**src/rtl/pid_pkg.sv**
```systemverilog
package pid_pkg;
  localparam int unsigned CNT_W     = 15;
  localparam int unsigned RATE_W    = 4;
  localparam int unsigned STAT_W    = 8;
  localparam int unsigned FOLD_MAX  = 2;
  localparam int unsigned FOLD_ADD  = 7;
  localparam logic [7:0]  PI_FLAGS  = 8'hC0;

  // effective rate code after folding the two lowest non-zero codes
  function automatic logic [RATE_W:0] fold_rate(input logic [RATE_W-1:0] code);
    logic [RATE_W:0] ext;
    ext = {1'b0, code};
    if (code != '0 && int'(code) <= int'(FOLD_MAX))
      fold_rate = ext + (RATE_W+1)'(FOLD_ADD);
    else
      fold_rate = ext;
  endfunction
endpackage

```
**src/rtl/pid_tick_counter.sv**
```systemverilog
module pid_tick_counter #(
  parameter int unsigned W = 15
) (
  input  logic         clk,
  input  logic         rst,
  input  logic         tick_en_i,
  output logic [W-1:0] next_o
);
  logic [W-1:0] cnt_q;

  assign next_o = cnt_q + 1'b1;

  always_ff @(posedge clk) begin
    if (rst)            cnt_q <= '0;
    else if (tick_en_i) cnt_q <= next_o;
  end
endmodule

```
**src/rtl/pid_rate_decode.sv**
```systemverilog
module pid_rate_decode
  import pid_pkg::*;
#(
  parameter int unsigned W = 15
) (
  input  logic [RATE_W-1:0] rate_sel_i,
  input  logic              pie_en_i,
  output logic              active_o,
  output logic [W-1:0]      mask_o
);
  logic [RATE_W:0] eff;

  assign eff      = fold_rate(rate_sel_i);
  assign active_o = pie_en_i && (rate_sel_i != '0);

  // bit g belongs to the alignment mask when g < eff-1 (period 2^(eff-1))
  for (genvar g = 0; g < int'(W); g++) begin : g_mask
    assign mask_o[g] = (int'(eff) > g + 1);
  end
endmodule

```
**src/rtl/pid_event_gen.sv**
```systemverilog
module pid_event_gen
  import pid_pkg::*;
#(
  parameter int unsigned W = 15
) (
  input  logic              clk,
  input  logic              rst,
  input  logic              tick_en_i,
  input  logic              active_i,
  input  logic [W-1:0]      mask_i,
  input  logic [W-1:0]      next_i,
  output logic              event_o,
  output logic [STAT_W-1:0] stat_o,
  output logic              irq_o
);
  logic hit;

  assign hit = tick_en_i && active_i && ((next_i & mask_i) == '0);

  always_ff @(posedge clk) begin
    if (rst) begin
      event_o <= 1'b0;
      stat_o  <= '0;
      irq_o   <= 1'b0;
    end else begin
      event_o <= hit;
      stat_o  <= hit ? STAT_W'(PI_FLAGS) : '0;
      irq_o   <= hit;
    end
  end
endmodule

```
**src/rtl/periodic_irq_divider.sv**
```systemverilog
module periodic_irq_divider
  import pid_pkg::*;
(
  input  logic              clk,
  input  logic              rst,
  input  logic              tick_en_i,
  input  logic [RATE_W-1:0] rate_sel_i,
  input  logic              pie_en_i,
  output logic              pi_event_o,
  output logic [STAT_W-1:0] stat_or_o,
  output logic              irq_set_o
);
  logic [CNT_W-1:0] cnt_next;
  logic [CNT_W-1:0] align_mask;
  logic             gen_active;

  pid_tick_counter #(.W(CNT_W)) u_cnt (
    .clk       (clk),
    .rst       (rst),
    .tick_en_i (tick_en_i),
    .next_o    (cnt_next)
  );

  pid_rate_decode #(.W(CNT_W)) u_dec (
    .rate_sel_i (rate_sel_i),
    .pie_en_i   (pie_en_i),
    .active_o   (gen_active),
    .mask_o     (align_mask)
  );

  pid_event_gen #(.W(CNT_W)) u_evt (
    .clk       (clk),
    .rst       (rst),
    .tick_en_i (tick_en_i),
    .active_i  (gen_active),
    .mask_i    (align_mask),
    .next_i    (cnt_next),
    .event_o   (pi_event_o),
    .stat_o    (stat_or_o),
    .irq_o     (irq_set_o)
  );
endmodule

```
**config.mk**
```make
export PLATFORM = sky130hd
export DESIGN_NAME = periodic_irq_divider
export DESIGN_NICKNAME = d
export VERILOG_FILES = /design/src/rtl/pid_pkg.sv /design/src/rtl/pid_tick_counter.sv /design/src/rtl/pid_rate_decode.sv /design/src/rtl/pid_event_gen.sv /design/src/rtl/periodic_irq_divider.sv
export SDC_FILE = /design/constraint.sdc
export NUM_CORES = 1
export LEC_CHECK = 0
export CORE_ASPECT_RATIO = 1.75
export CORE_MARGIN = 1
export CORE_UTILIZATION = 35
export CTS_CLUSTER_SIZE = 28
export DETAILED_ROUTE_END_ITERATION = 10
export PLACE_DENSITY = 0.65
export SLEW_MARGIN = 0
export SYNTH_ARGS = -nofsm -noshare
export SYNTH_HDL_FRONTEND = slang
export SYNTH_SLANG_ARGS = --single-unit
```
**constraint.sdc**
```tcl
create_clock -name clk -period 2.9 [get_ports clk]
set_clock_uncertainty 0.1 [all_clocks]
set_input_delay 0.58 -clock clk [delete_from_list [all_inputs] [get_ports clk]]
set_output_delay 0.58 -clock clk [all_outputs]
set_load 0.005 [all_outputs]
```
== Word-level counts from Yosys, hierarchy flattened ==
Index checks and enable logic that the tools add are counted.
Word-level totals
  input port bits: 8
  output and inout port bits: 10
  flip-flop bits (word level): 24
  word-level logic and storage cells: 30
Operators by class
  muxes and demuxes: 2
  magnitude comparators: 16
  add/subtract/negate cells: 2
  reductions and logical operators: 6
  bitwise operators: 1
Operator list (count)
  5-bit by 4-bit > comparator with 1-bit output (second input constant): 8
  5-bit by 3-bit > comparator with 1-bit output (second input constant): 4
  15-bit by 1-bit adder with 15-bit output (second input constant): 1
  15-bit bitwise AND: 1
  15-bit zero test: 1
  5-bit by 2-bit > comparator with 1-bit output (second input constant): 2
  8-bit 2-to-1 mux: 1
  4-bit by 3-bit adder with 5-bit output (second input constant): 1
  5-bit by 1-bit > comparator with 1-bit output (second input constant): 1
  5-bit 2-to-1 mux: 1
  4-bit by 2-bit <= comparator with 1-bit output (second input constant): 1
  1-bit logical AND: 4
  4-bit nonzero test: 1

== Longest topological paths before layout ==
Gate-level depths: netlist (run 1).
  depth in word-level cells: 8
  mapped depth: 10
  depth with buffers taken out: 8

== Modules after synthesis ==
A second synthesis (run 1) with hierarchy kept.
Unflattened totals
  cell total of the unflattened synthesis: 172
  area, all modules: 1396.3 sq um
By module, submodules not included
  pid_tick_counter: cells each 114, area an instance 996.0 sq um, seq. area each 300.3 sq um, instances 1
  pid_rate_decode: cells each 36, area an instance 226.5 sq um, seq. area each 0.0 sq um, instances 1
  pid_event_gen: cells each 22, area an instance 173.9 sq um, seq. area each 20.0 sq um, instances 1

== Worst setup path after synthesis (run 1) ==
No wires, ideal clock.
  path type: input-to-reg
  from: input port rate_sel_i[0]
  to: register u_evt.stat_o[6]
  required time: 2.697 ns
  data arrival time: 2.362 ns
  cell stages on the path: 10
  buffers on the path: 2
  setup slack: 0.335 ns
  library setup time: 0.103 ns
  cell sequence: clkbuf_2 > inv_1 > ha_1 > buf_6 > or3_4 > o21ai_2 > a211oi_1 > o32ai_2 > o2111ai_1 > a2111oi_2
On the way
  longest elaborated chain between the ends: 8
  elaborated cells on any way between the ends: 26
  classes of those cells: add/sub (1); order compare (16); mux (2); bitwise (1); reduce/logical (6)
Ends and longest elaborated chain
  start: declaration: line periodic_irq_divider.sv:7  | input logic [RATE_W-1:0] rate_sel_i,
  4-bit by 2-bit <= comparator with 1-bit output / 4-bit nonzero test (equally long branches): line pid_pkg.sv:13, pid_rate_decode.sv:14
  1-bit logical AND: line pid_pkg.sv:13  | if (code != '0 && int'(code) <= int'(FOLD_MAX))
  5-bit 2-to-1 mux: line pid_pkg.sv:13
  5-bit by 1-bit > comparator with 1-bit output, or another cell as far along: line pid_rate_decode.sv:18  | assign mask_o[g] = (int'(eff) > g + 1);
  15-bit bitwise AND: line pid_event_gen.sv:18  | assign hit = tick_en_i && active_i && ((next_i & mask_i) == '0);
  15-bit zero test: line pid_event_gen.sv:18
  1-bit logical AND (*): line pid_event_gen.sv:18
  8-bit 2-to-1 mux (*): line pid_event_gen.sv:27  | stat_o <= hit ? STAT_W'(PI_FLAGS) : '0;
  end signal: assignment: line pid_event_gen.sv:27
  end: declaration: line pid_event_gen.sv:13  | output logic [STAT_W-1:0] stat_o,
Every way passes the cells marked *; elsewhere a longest branch is shown, timed or not.
A chain may end at the register's enable or synchronous reset.

== Final worst setup path (run 1) ==
  from: input port rate_sel_i[1]
  to: register u_evt.stat_o[6]
The elaborated chain is that of the path after synthesis.

==> results of run 1 <==
[sequential cells by signal (all words and copies together) (netlist names)]
signal and cells:
u_evt.stat_o 1, u_cnt.cnt_q 14
[stage by stage]
| step | setup TNS [ns] | power, mW | hold slack [ns] |
|---|---|---|---|
| 6_report | 0 | 0.482 | 0.451 |
| 4_1_cts | 0 | 0.487 | 0.458 |
| 2_1_floorplan | 0 | 0.286 | 0.403 |
| 3_5_place_dp | -0.0521 | 0.314 | 0.440 |
| 5_1_grt | 0 | 0.507 | 0.480 |
| 3_3_place_gp | -0.0258 | 0.315 | 0.429 |
[cells by family after synthesis]
| kind of cell | share of synthesized area, % |
|---|---|
| muxes | 3.06 |
| xor gates and xnor gates | 12.3 |
| DFF | 22.3 |
| buffers and inverters | 12.8 |
| AOI/OAI and AO/OA | 16.2 |
| and+or+nand+nor | 30.3 |
| adders and majority gates | 2.79 |
| other | 0.278 |
[final cells by class]
class,count,area [µm²],share of cell area (%)
clock buffers,4,45.0,2.98
inverters,4,15.0,0.993
multi-input cells,134,893,59.1
flip-flops and latches,15,300,19.9
well taps,46,57.6,3.81
repair buffers,23,200,13.2
[critical path, stage by stage]
cell	delay, ns
clkdlybuf4s50_1	0.54
inv_1	0.09
ha_1	0.27
or3_4	0.38
o21ai_2	0.14
a211oi_1	0.10
o32ai_2	0.21
o2111ai_1	0.16
a2111oi_2	0.29
[path summary, 6_finish.rpt]
path | startpoint | cells after the start | endpoint
min reg2reg | u_cnt.cnt_q[13] | 2 | u_cnt.cnt_q[13]
max reg2reg | u_cnt.cnt_q[1] | 7 | u_evt.stat_o[6]
min | u_cnt.cnt_q[13] | 2 | u_cnt.cnt_q[13]
max | rate_sel_i[1] | 9 | u_evt.stat_o[6]
[cell usage after synthesis, types with 2 or more instances]
library cell	number	area share, %
nor2_1	21	5.8
and4_1	2	1.3
nand3_1	11	4.1
nand4b_1	2	1.3
nand2_1	9	2.5
nor4_1	2	0.93
nor3_1	7	2.6
and3_1	3	1.4
mux2i_1	3	2.2
dfxtp_1	15	22
buf_4	11	6.1
xor2_1	9	5.8
and2b_2	2	1.3
clkbuf_1	2	0.56
inv_1	4	1.1
a31oi_1	3	1.4
a21oi_1	6	2.2
nand4_1	4	1.9
xnor2_1	10	6.5
ha_1	3	2.8
buf_6	4	3.3
o21ai_0	5	1.9
a211oi_1	3	1.7
o2111ai_1	2	1.3
[power breakdown]
| part | switching, mW | total (mW) | internal (mW) |
|---|---|---|---|
| Sequential | 0.00380 | 0.213 | 0.209 |
| Combinational | 0.0518 | 0.0985 | 0.0468 |
| Clock | 0.0734 | 0.171 | 0.0973 |
[routing by layer]
layer / vias up / global-route usage [%]
met5: - / 0
met4: 0 / 11.5
met3: 12 / 1.46
met2: 32 / 32.1
met1: 585 / 16.9
li1: 606 / -
==> flow_metrics.tcl, run 1 <==
set metrics [dict create \
    synthArstFlopShare_pct 0 \
    finalInstanceArea_um2 1510 \
    syn_avg_cell_area_um2 8.02 \
    clkLatencyLatePin_ns 0.25 \
    met3_length_um 81 \
    fillers 377 \
    layout_commonest_cell "nor2_1" \
    routed_wirelength_mm 3.13 \
    clk_path_buf_depth 2 \
    fmax_ghz 0.370 \
    rows 29 \
    post-route-drc-count 0 \
    highest_layer "met4" \
    rsz0062_at_grt "false" \
    dieArea_um2 4110 \
    die_x_um 48.9 \
    cts_root_buf "clkbuf_8" \
    gp_congestion 0.954 \
    cts_buffers 3 \
    finalSetupViolations 0 \
    path_max_fanout 8 \
    final_core_util_pct 41.2 \
    dp_hpwl_mm 2.45 \
    synthFlopType "dfxtp_1" \
    final_layout_size_suffix_gt1_share_pct 16.1 \
    vias_per_cell 5.46 \
    crit_type "input pin to register" \
    finalCritPeriodShare_pct 93.2 \
    startpoint_type "input pin" \
    drt-initial-drc-count 45 \
    hp-class "register to register" \
    wl_met2_mm 1.74 \
    power_density_nw_per_um2 319 \
    syn_inst 168 \
    ios 18 \
    fin_cells 226 \
    track_usage_pct 17.0 \
    antenna_left 0 \
    clk_pin_slew_ns 0.06 \
    grt-ovfl-total 0 \
    status "complete, no violations" \
    num_vias 1235 \
    synth-edff-count 0 \
    synth_warnings 0 \
    fp.dieH_um 84.1 \
    place_inst 222 \
    placed_cell_area_um2 1470 \
    met1_length_mm 1.18 \
    ys_ff_latch 15 \
    core_um2 3660 \
    htreeDepth 1 \
    cp-end-kind "register" \
    grt_pass1_vias 1262 \
    antenna_found_initial 0 \
    synth.distinct_cells 49 \
    finalCriticalPeriod_ns 2.70 \
    start_util_pct 36.8 \
    cts_num_sinks 15 \
    syn2layout_area_growth_pct 12.2 \
    worst-endpoint-required_ns 2.95 \
    fin_nets 192 \
    synth_area_um2 1350 \
    regToRegSetupSlack_ns 0.50 \
    grt_pass1_wl_mm 5.51 \
    routedWlPerCell_um 13.9 \
    grt_max_degree 16 \
    post_cts_resized 0 \
    finalHoldViolCount 0 \
    dr.pass1.iters 4 \
    dp_slack_ns -0.0521 \
    port-buffer-count 11 \
    synth.yosys.seq_area_share_pct 22.3 \
    n_antenna_cell 0 \
    holdBufCountCts 0 \
    arrival_ns 2.75 \
    cts_tree "yes" \
    mostFrequentLayoutCells "nor2_1, dfxtp_1, buf_4, nand3_1, clkdlybuf4s50_1" \
    p_leak_nw 0.561 \
    layout_setup_ws_ns 0.197 \
    drv_slew 0 \
    cts_setup_buffers 0 \
    ir_drop_mv 0.179 \
    maxCapViolCount 0 \
]
(Power assumes the default switching activity.)
==> run 2: changes to the inputs <==
--- a/config.mk
+++ b/config.mk
@@ -10,6 +10,7 @@
 export CORE_UTILIZATION = 35
 export CTS_CLUSTER_SIZE = 28
 export DETAILED_ROUTE_END_ITERATION = 10
+export HOLD_SLACK_MARGIN = 0.12
 export PLACE_DENSITY = 0.65
 export SLEW_MARGIN = 0
 export SYNTH_ARGS = -nofsm -noshare
==> results of run 2 <==
Final layout, timing and power as in run 1 (identical DEF).
